**src/rtl/hzd_pkg.sv**
```systemverilog
package hzd_pkg;

    typedef enum logic [1:0] {
        SRC_RF  = 2'd0,
        SRC_MEM = 2'd1,
        SRC_WB  = 2'd2
    } src_sel_e;

    typedef struct packed {
        logic hold;
        logic bubble;
        logic flush;
    } pipe_ctl_t;

    localparam int NUM_OPERANDS = 4;

endpackage

```
**src/rtl/hzd_fwd_pick.sv**
```systemverilog
module hzd_fwd_pick
    import hzd_pkg::*;
#(
    parameter int IDX_W = 5
) (
    input  logic [IDX_W-1:0] rs,
    input  logic [IDX_W-1:0] mem_rd,
    input  logic             mem_wen,
    input  logic [IDX_W-1:0] wb_rd,
    input  logic             wb_wen,
    output src_sel_e         sel
);
    logic hit_mem, hit_wb;

    assign hit_mem = mem_wen && (mem_rd != '0) && (mem_rd == rs);
    assign hit_wb  = wb_wen  && (wb_rd  != '0) && (wb_rd  == rs);

    always_comb begin
        if (hit_mem)     sel = SRC_MEM;
        else if (hit_wb) sel = SRC_WB;
        else             sel = SRC_RF;
    end

    always_comb begin
        p_x0_reads_file_r4: assert (rs != '0 || sel == SRC_RF);
        p_sel_in_range_r4: assert (sel != src_sel_e'(2'd3));
    end
endmodule

```
**src/rtl/hzd_stall_detect.sv**
```systemverilog
module hzd_stall_detect #(
    parameter int IDX_W = 5
) (
    input  logic [IDX_W-1:0] id_rs1,
    input  logic [IDX_W-1:0] id_rs2,
    input  logic             use1,
    input  logic             use2,
    input  logic             cmp1,
    input  logic             cmp2,
    input  logic [IDX_W-1:0] ex_rd,
    input  logic             ex_wen,
    input  logic             ex_load,
    input  logic [IDX_W-1:0] mem_rd,
    input  logic             mem_wen,
    input  logic             mem_load,
    output logic             load_use,
    output logic             branch_wait
);
    logic ex_live, mem_live_load;
    logic ex_m1, ex_m2, mem_m1, mem_m2;

    assign ex_live       = ex_wen && (ex_rd != '0);
    assign mem_live_load = mem_load && mem_wen && (mem_rd != '0);

    assign ex_m1  = ex_live && (ex_rd == id_rs1);
    assign ex_m2  = ex_live && (ex_rd == id_rs2);
    assign mem_m1 = mem_live_load && (mem_rd == id_rs1);
    assign mem_m2 = mem_live_load && (mem_rd == id_rs2);

    // load in EX feeding any used source
    assign load_use = ex_load && ((ex_m1 && use1) || (ex_m2 && use2));

    // early compare waits for EX producer, or for a load still in MEM
    assign branch_wait = (cmp1 && (ex_m1 || mem_m1)) || (cmp2 && (ex_m2 || mem_m2));

    always_comb begin
        p_unused_no_loaduse_r6: assert (load_use == 1'b0 || use1 || use2);
        p_x0_never_stalls_r6: assert (!(load_use && ex_rd == '0));
    end
endmodule

```
**src/rtl/hzd_redirect.sv**
```systemverilog
module hzd_redirect
    import hzd_pkg::*;
(
    input  logic      is_branch,
    input  logic      taken,
    input  logic      is_jal,
    input  logic      is_jalr,
    input  logic      stall,
    output pipe_ctl_t ctl
);
    logic redirect;

    assign redirect   = is_jal || is_jalr || (is_branch && taken);
    assign ctl.hold   = stall;
    assign ctl.bubble = stall;
    assign ctl.flush  = redirect && !stall;

    always_comb begin
        p_nottaken_keeps_r10: assert (!(is_branch && !taken && !is_jal && !is_jalr && ctl.flush));
    end
endmodule

```
**src/rtl/hzd_unit.sv**
```systemverilog
module hzd_unit
    import hzd_pkg::*;
#(
    parameter int IDX_W = 5
) (
    input  logic [IDX_W-1:0] id_rs1,
    input  logic [IDX_W-1:0] id_rs2,
    input  logic             id_use_rs1,
    input  logic             id_use_rs2,
    input  logic             id_is_branch,
    input  logic             id_is_jal,
    input  logic             id_is_jalr,
    input  logic             id_br_taken,
    input  logic [IDX_W-1:0] ex_rs1,
    input  logic [IDX_W-1:0] ex_rs2,
    input  logic [IDX_W-1:0] ex_rd,
    input  logic             ex_reg_write,
    input  logic             ex_mem_read,
    input  logic [IDX_W-1:0] mem_rd,
    input  logic             mem_reg_write,
    input  logic             mem_mem_read,
    input  logic [IDX_W-1:0] wb_rd,
    input  logic             wb_reg_write,
    output logic [1:0]       fwd_ex_a,
    output logic [1:0]       fwd_ex_b,
    output logic [1:0]       fwd_id_a,
    output logic [1:0]       fwd_id_b,
    output logic             hold_pc,
    output logic             hold_ifid,
    output logic             bubble_idex,
    output logic             flush_ifid
);
    logic [IDX_W-1:0] op_rs  [NUM_OPERANDS];
    src_sel_e         op_sel [NUM_OPERANDS];

    assign op_rs[0] = ex_rs1;
    assign op_rs[1] = ex_rs2;
    assign op_rs[2] = id_rs1;
    assign op_rs[3] = id_rs2;

    // one select per operand; EX pair then ID pair
    for (genvar g = 0; g < NUM_OPERANDS; g++) begin : g_pick
        hzd_fwd_pick #(.IDX_W(IDX_W)) u_pick (
            .rs      (op_rs[g]),
            .mem_rd  (mem_rd),
            .mem_wen (mem_reg_write),
            .wb_rd   (wb_rd),
            .wb_wen  (wb_reg_write),
            .sel     (op_sel[g])
        );
    end

    assign fwd_ex_a = op_sel[0];
    assign fwd_ex_b = op_sel[1];
    assign fwd_id_a = op_sel[2];
    assign fwd_id_b = op_sel[3];

    logic cmp1, cmp2, load_use, branch_wait, stall;
    pipe_ctl_t ctl;

    assign cmp1 = (id_is_branch || id_is_jalr) && id_use_rs1;
    assign cmp2 = id_is_branch && id_use_rs2;

    hzd_stall_detect #(.IDX_W(IDX_W)) u_stall (
        .id_rs1      (id_rs1),
        .id_rs2      (id_rs2),
        .use1        (id_use_rs1),
        .use2        (id_use_rs2),
        .cmp1        (cmp1),
        .cmp2        (cmp2),
        .ex_rd       (ex_rd),
        .ex_wen      (ex_reg_write),
        .ex_load     (ex_mem_read),
        .mem_rd      (mem_rd),
        .mem_wen     (mem_reg_write),
        .mem_load    (mem_mem_read),
        .load_use    (load_use),
        .branch_wait (branch_wait)
    );

    assign stall = load_use || branch_wait;

    hzd_redirect u_redir (
        .is_branch (id_is_branch),
        .taken     (id_br_taken),
        .is_jal    (id_is_jal),
        .is_jalr   (id_is_jalr),
        .stall     (stall),
        .ctl       (ctl)
    );

    assign hold_pc     = ctl.hold;
    assign hold_ifid   = ctl.hold;
    assign bubble_idex = ctl.bubble;
    assign flush_ifid  = ctl.flush;

    always_comb begin
        p_no_flush_in_stall_r11: assert (!(flush_ifid && hold_pc));
        p_jal_flushes_r10: assert (!(id_is_jal && !hold_pc) || flush_ifid);
        p_loaduse_holds_r5: assert (!load_use || (hold_ifid && bubble_idex));
        p_mem_prio_r3: assert (!(mem_reg_write && mem_rd != '0 && mem_rd == ex_rs1) || fwd_ex_a == 2'd1);
    end
endmodule

```
**config.mk**
```make
export PLATFORM = sky130hd
export DESIGN_NAME = hzd_unit
export DESIGN_NICKNAME = d
export VERILOG_FILES = /design/src/rtl/hzd_pkg.sv /design/src/rtl/hzd_fwd_pick.sv /design/src/rtl/hzd_stall_detect.sv /design/src/rtl/hzd_redirect.sv /design/src/rtl/hzd_unit.sv
export SDC_FILE = /design/constraint.sdc
export NUM_CORES = 1
export LEC_CHECK = 0
export BUFFER_PORTS_ARGS = -buffer_cell sky130_fd_sc_hd__buf_4
export CAP_MARGIN = 10
export CORE_MARGIN = 5
export CORE_UTILIZATION = 48
export DETAILED_ROUTE_END_ITERATION = 10
export PLACE_DENSITY = 0.91
export SLEW_MARGIN = 30
export SYNTH_ARGS = -nofsm -noshare
export SYNTH_HDL_FRONTEND = slang
export SYNTH_SLANG_ARGS = --single-unit
```
**constraint.sdc**
```tcl
create_clock -name vclk -period 4.1
set_input_delay 0.615 -clock vclk [all_inputs]
set_output_delay 0.615 -clock vclk [all_outputs]
set_load 0.02 [all_outputs]
```
## Word-level counts from Yosys, hierarchy flattened

Cells that the tools add are included.

- Register bits: 0
- Latch bits: 0
- RAM bits: 0
- Bits in read-only memories: 0
- Input bits: 46
- Output and inout bits: 12
- Memories kept: 0

- $add $sub $neg: 0
- $mul: 0
- Divide/modulo/power cells: 0
- Order comparisons: 0
- Equal/unequal tests: 10
- Shift operators: 0
- Mux-type cells: 8
- Bitwise operators: 0
- Reduce and logical (&&, ||, !) cells: 38

Operator list:

| cell | number |
|---|---|
| equality test 5 bit | 10 |
| logical AND 1 bit | 26 |
| two-way mux 2 bit | 8 |
| nonzero test 5 bit | 3 |
| logical OR 1 bit | 8 |
| zero test 1 bit | 1 |

## Longest topological paths before layout

- Word-level depth: 9
- Gate-level depth with buffers: 7
- Depth with buffers taken out: 5

## Hierarchy

Synthesis repeated with hierarchy kept, for this count alone.

- Cell total of the unflattened synthesis: 131
- Area, all modules: 984.7 um^2

Modules (own cells, without submodules):

| module | times used | cells an instance | area an instance (um^2) | sequential area each (um^2) |
|---|---|---|---|---|
| hzd_fwd_pick | 4 | 21 | 158.9 | 0.0 |
| hzd_stall_detect | 1 | 39 | 295.3 | 0.0 |
| hzd_unit | 1 | 4 | 27.5 | 0.0 |
| hzd_redirect | 1 | 4 | 26.3 | 0.0 |

## Worst setup path before layout

Ideal clock, no wire load.

- Path kind: input to output
- Start: input port mem_rd[4]
- End: output port hold_ifid
- Arrival time: 2,112 ps
- Required time: 3,485 ps
- Path slack: 1,373 ps
- Cell stages on the path: 6
- Path through: buf_2 > or4_4 > o21ai_4 > a211o_1 > o21ai_0 > buf_4

- Cells in the longest elaborated chain, start to end: 7

RTL lines:

| what | line | text |
|---|---|---|
| from (decl) | hzd_unit.sv:19 | `input logic [IDX_W-1:0] mem_rd,` |
| nonzero test 5 bit | hzd_stall_detect.sv:23 | `assign mem_live_load = mem_load && mem_wen && (mem_rd != '0);` |
| logical AND 1 bit | hzd_stall_detect.sv:23 |  |
| logical AND 1 bit (on tied branches) | hzd_stall_detect.sv:27, hzd_stall_detect.sv:28 |  |
| logical OR 1 bit | hzd_stall_detect.sv:34 | `assign branch_wait = (cmp1 && (ex_m1 \|\| mem_m1)) \|\| (cmp2 && (ex_m2 \|\| mem_m2));` |
| logical AND 1 bit | hzd_stall_detect.sv:34 |  |
| logical OR 1 bit (*) | hzd_stall_detect.sv:34 |  |
| logical OR 1 bit (*) | hzd_unit.sv:81 | `assign stall = load_use \|\| branch_wait;` |
| to (decl) | hzd_unit.sv:29 | `output logic hold_ifid,` |

Mark *: on every way between the ends. The rest lies on a longest branch, timed or not.

## Worst setup path in the final report

- Start: input port mem_rd[3]
- End: output port fwd_ex_a[1]

- Cells in the longest elaborated chain, start to end: 4

RTL lines:

| what | line | text |
|---|---|---|
| nonzero test 5 bit | hzd_fwd_pick.sv:15 | `assign hit_mem = mem_wen && (mem_rd != '0) && (mem_rd == rs);` |
| logical AND 1 bit | hzd_fwd_pick.sv:15 |  |
| logical AND 1 bit (*) | hzd_fwd_pick.sv:15 |  |
| two-way mux 2 bit (*) | hzd_fwd_pick.sv:19 | `if (hit_mem) sel = SRC_MEM;` |
| to (decl) | hzd_unit.sv:24 | `output logic [1:0] fwd_ex_a,` |

Marks and branches as above.

==> out/qor.txt <==
================================================================================
Number of filler instances in the final layout                               131
Multiplexer area fraction after synthesis                                     0%
Top achievable clock speed                                             0.367 GHz
Result of the run                                                      completed
Total grt overflow                                                             0
Antenna Violating Nets Remaining                                               0
Layout cells sized above 1                                                 41.8%
Critical path cell sequence                                         buf_4, or4_4, o21ai_4, nor4_1, nor4_2, buf_4
Via count                                                                    956
Buffers & Inverters on Critical Path                                           2
Launch instance of the worst min-delay path                            id_is_jal
Slowest stage delay, CP                                                   540 ps
Final Hold Violating Endpoints                                                 0
Final number of setup-violating endpoints                                      0
Adder-cell share of the synthesized area                                      0%
Top delay family on crit path                                       simple AND/OR/NAND/NOR gates
# port buffers                                                                58
Fraction of power consumed by the clock network                               0%
DP HPWL                                                             2360 microns
Floorplan Core Area                                                 0.00169 sq mm
Number of max-cap violations                                                   0
Vias in the first global route                                               939
Unique cell type count in the Yosys netlist                                   24
GRT Overall Usage                                                          19.4%
Power per cell area                                                  103 mW/mm^2
Number of nets in the synthesized netlist                                    157
Routed via count divided by cell count                                      5.62
Transition time at the pin with the least slew margin                     474 ps
Xor-xnor portion of the synthesized cell area                              52.0%
Final worst slack                                                        1380 ps
Y dimension of the die                                              51.9 microns
I/O pin cnt                                                                   58
Sort of element at the end of the critical path                      output port
Post-detailed-route wirelength per cell                             15.6 microns
Combinational cell fraction of total power                                100.0%
Fraction of the cycle the final worst path needs                           66.4%
Number of hold-repair buffers added at the cts stage                           0
Pre-CTS setup slack                                                      1400 ps
Biggest area contributors in the synthesized netlist                sky130_fd_sc_hd__xor2_1 35%, sky130_fd_sc_hd__xnor2_1 17%, sky130_fd_sc_hd__nor4_2 5.9%
Number of max-slew violations in the final report                              0
Unrepaired setup endpoints after global routing                            false
Leakage power of the design                                             0.531 nW
Pin count of the biggest net entering global routing                           6
Final standard cell count with taps included and fillers excluded            170
Endpoint of the worst hold path                                       flush_ifid
Peak supply drop                                                     0.0000718 V
Nets                                                                         201
Arrival time of the worst setup path                                     2110 ps
First-pass detailed-route iteration total                                      4
Die area                                                            0.00269 sq mm
Global-route wire length before repair                              4110 microns
Main combinational cell family by area after synthesis              XOR/XNOR gates
Net switching power of the design                                      0.0596 mW
Setup_tns                                                                   0 ps
GPL Wtd Cong                                                               0.880
Die Wd                                                              51.9 microns
Total number of yosys warnings                                                 0
Synth Area in Compound Gates                                               9.96%
Remaining max-slew budget at the tightest pin                              68.1%
Setup Crit Path Kind                                                primary input to output port
Number of sequential cells in the layout                                       0
Count of unresolved DRC violations after routing                               0
Req. time, crit path                                                     3480 ps
Syn Std Cell Area                                                      842 sq um
Final routed wirelength across all metal layers                     2650 microns
Syn Area/Cell                                                         7.59 sq um
Initial core utilization                                                   49.9%
Simple-gate area share of the yosys netlist                                24.7%
Post-Synthesis Cells                                                         111
Post-CTS Setup Bufs                                                            0
Core Rows                                                                     15
Inserted Diodes                                                                0
Startpoint Class                                                    primary input
Number of DRC markers after the initial detailed-route iteration              26
Slowest cell on crit path                                           sky130_fd_sc_hd__or4_4
Internal power                                                         0.0638 mW
Cell type contributing the most total cell area after synthesis     sky130_fd_sc_hd__xor2_1
Post-CTS sizing                                                                0
Maximum fanout encountered on the critical timing path                         5
Area share of the largest cell type after synthesis                        35.4%
Area occupied by multi-input gates                                     729 sq um
Seq/Total Area, Yosys                                                         0%
Layout Area Growth over Synthesis                                          41.8%
Total placed cells including tap cells                                       170
FF/Latch Area                                                            0 sq um
Most common cell on crit path                                       sky130_fd_sc_hd__buf_4
Min Clock Period, post-route                                             2720 ps
Number of antenna violations at the first check in global routing              0
Number of stages on the worst hold path                                        4
Total power consumption of the routed design                            0.123 mW
Hold WC Path Type                                                   primary input to output port
Switching fraction of total power                                          48.3%
Clock buffers                                                                  0
Sequential share of power                                                     0%
================================================================================
==> cells by family after synthesis <==
| family | after synthesis |
|---|---|
| simple gates | 33 |
| compound gates | 10 |
| buf+inv | 18 |
| xor+xnor | 50 |
==> cell usage in the layout (no fill, tap or decap) <==
| cell | netlist | final |
|---|---|---|
| sky130_fd_sc_hd__nand2_1 | 5 | 5 |
| sky130_fd_sc_hd__xor2_1 | 34 | 34 |
| sky130_fd_sc_hd__a211o_1 | 2 | 2 |
| sky130_fd_sc_hd__nor4_2 | 4 | 4 |
| sky130_fd_sc_hd__nand4_1 | 1 | 1 |
| sky130_fd_sc_hd__o21a_1 | 1 | 1 |
| sky130_fd_sc_hd__nor2_1 | 5 | 5 |
| sky130_fd_sc_hd__xnor2_1 | 16 | 16 |
| sky130_fd_sc_hd__or4_4 | 1 | 1 |
| sky130_fd_sc_hd__nand3_1 | 6 | 6 |
| sky130_fd_sc_hd__o211a_1 | 1 | 1 |
| sky130_fd_sc_hd__a221oi_1 | 1 | 1 |
| sky130_fd_sc_hd__or4_1 | 6 | 6 |
| sky130_fd_sc_hd__o21ai_1 | 1 | 1 |
| sky130_fd_sc_hd__o32ai_1 | 1 | 1 |
| sky130_fd_sc_hd__nor3_1 | 3 | 3 |
| sky130_fd_sc_hd__o21ai_4 | 1 | 1 |
| sky130_fd_sc_hd__nor4_1 | 2 | 2 |
| sky130_fd_sc_hd__buf_4 | 6 | 58 |
| sky130_fd_sc_hd__inv_1 | 2 | 2 |
| sky130_fd_sc_hd__o21ai_0 | 2 | 2 |
==> through the flow <==
stage                     util [%]  area [sq um]  hold slack [ps]
after floorplan                  -           842             1460
after detailed placement      70.7          1190             1660
after global placement        70.7          1190             1650
after CTS                     70.7          1190             1660
after global routing          70.7          1190             1680
final                         70.7          1190             1650
==> per-layer routing <==
layer,track usage (%),vias up,wire [microns]
li1,-,455,-
met1,23.7,461,1030
met2,36.6,38,1450
met3,2.01,2,151
met4,2.62,0,15
met5,0,-,0
==> cell type report <==
cell class / count / area share (%)
multi-input combinational: 93 / 61.1
timing repair buffer: 58 / 36.5
inverter: 2 / 0.629
tap: 17 / 1.78
==> cells in the mapped netlist <==
| master | count |
|---|---|
| sky130_fd_sc_hd__o21ai_0 | 2 |
| sky130_fd_sc_hd__nor3_1 | 3 |
| sky130_fd_sc_hd__nor4_2 | 4 |
| sky130_fd_sc_hd__nor4_1 | 2 |
| sky130_fd_sc_hd__o21ai_4 | 1 |
| sky130_fd_sc_hd__xnor2_1 | 16 |
| sky130_fd_sc_hd__a211o_1 | 2 |
| sky130_fd_sc_hd__o32ai_1 | 1 |
| sky130_fd_sc_hd__a221oi_1 | 1 |
| sky130_fd_sc_hd__o21a_1 | 1 |
| sky130_fd_sc_hd__buf_4 | 6 |
| sky130_fd_sc_hd__buf_6 | 2 |
| sky130_fd_sc_hd__nor2_1 | 5 |
| sky130_fd_sc_hd__or4_4 | 1 |
| sky130_fd_sc_hd__clkbuf_1 | 2 |
| sky130_fd_sc_hd__nand3_1 | 6 |
| sky130_fd_sc_hd__nand4_1 | 1 |
| sky130_fd_sc_hd__or4_1 | 6 |
| sky130_fd_sc_hd__nand2_1 | 5 |
| sky130_fd_sc_hd__o211a_1 | 1 |
| sky130_fd_sc_hd__inv_1 | 2 |
| sky130_fd_sc_hd__o21ai_1 | 1 |
| sky130_fd_sc_hd__xor2_1 | 34 |
| sky130_fd_sc_hd__buf_2 | 6 |
==> power groups by stage <==
stage                     Clock (mW)  Combinational, mW  Sequential [mW]
after global routing               0              0.133                0
final                              0              0.123                0
after detailed placement           0              0.123                0
after CTS                          0              0.123                0
after global placement             0              0.118                0
after floorplan                    0             0.0685                0
==> worst max path at each step <==
| stage | startpoint | endpoint | slack, ps | cells past startpoint |
|---|---|---|---|---|
| after floorplan | mem_rd[4] | hold_ifid | 1370 | 6 |
| after global placement | mem_rd[3] | fwd_ex_a[1] | 1450 | 6 |
| after detailed placement | mem_rd[3] | fwd_ex_a[1] | 1400 | 6 |
| after CTS | mem_rd[3] | fwd_ex_a[1] | 1390 | 6 |
| after global routing | mem_rd[2] | hold_ifid | 1290 | 7 |
| final | mem_rd[3] | fwd_ex_a[1] | 1380 | 6 |
==> tightest hold or removal path: cells and delay by family <==
family	cells	cell delay [ps]
AOI/OAI and AO/OA	2	220
buffers and inverters	2	210
(Power assumes the default switching activity.)
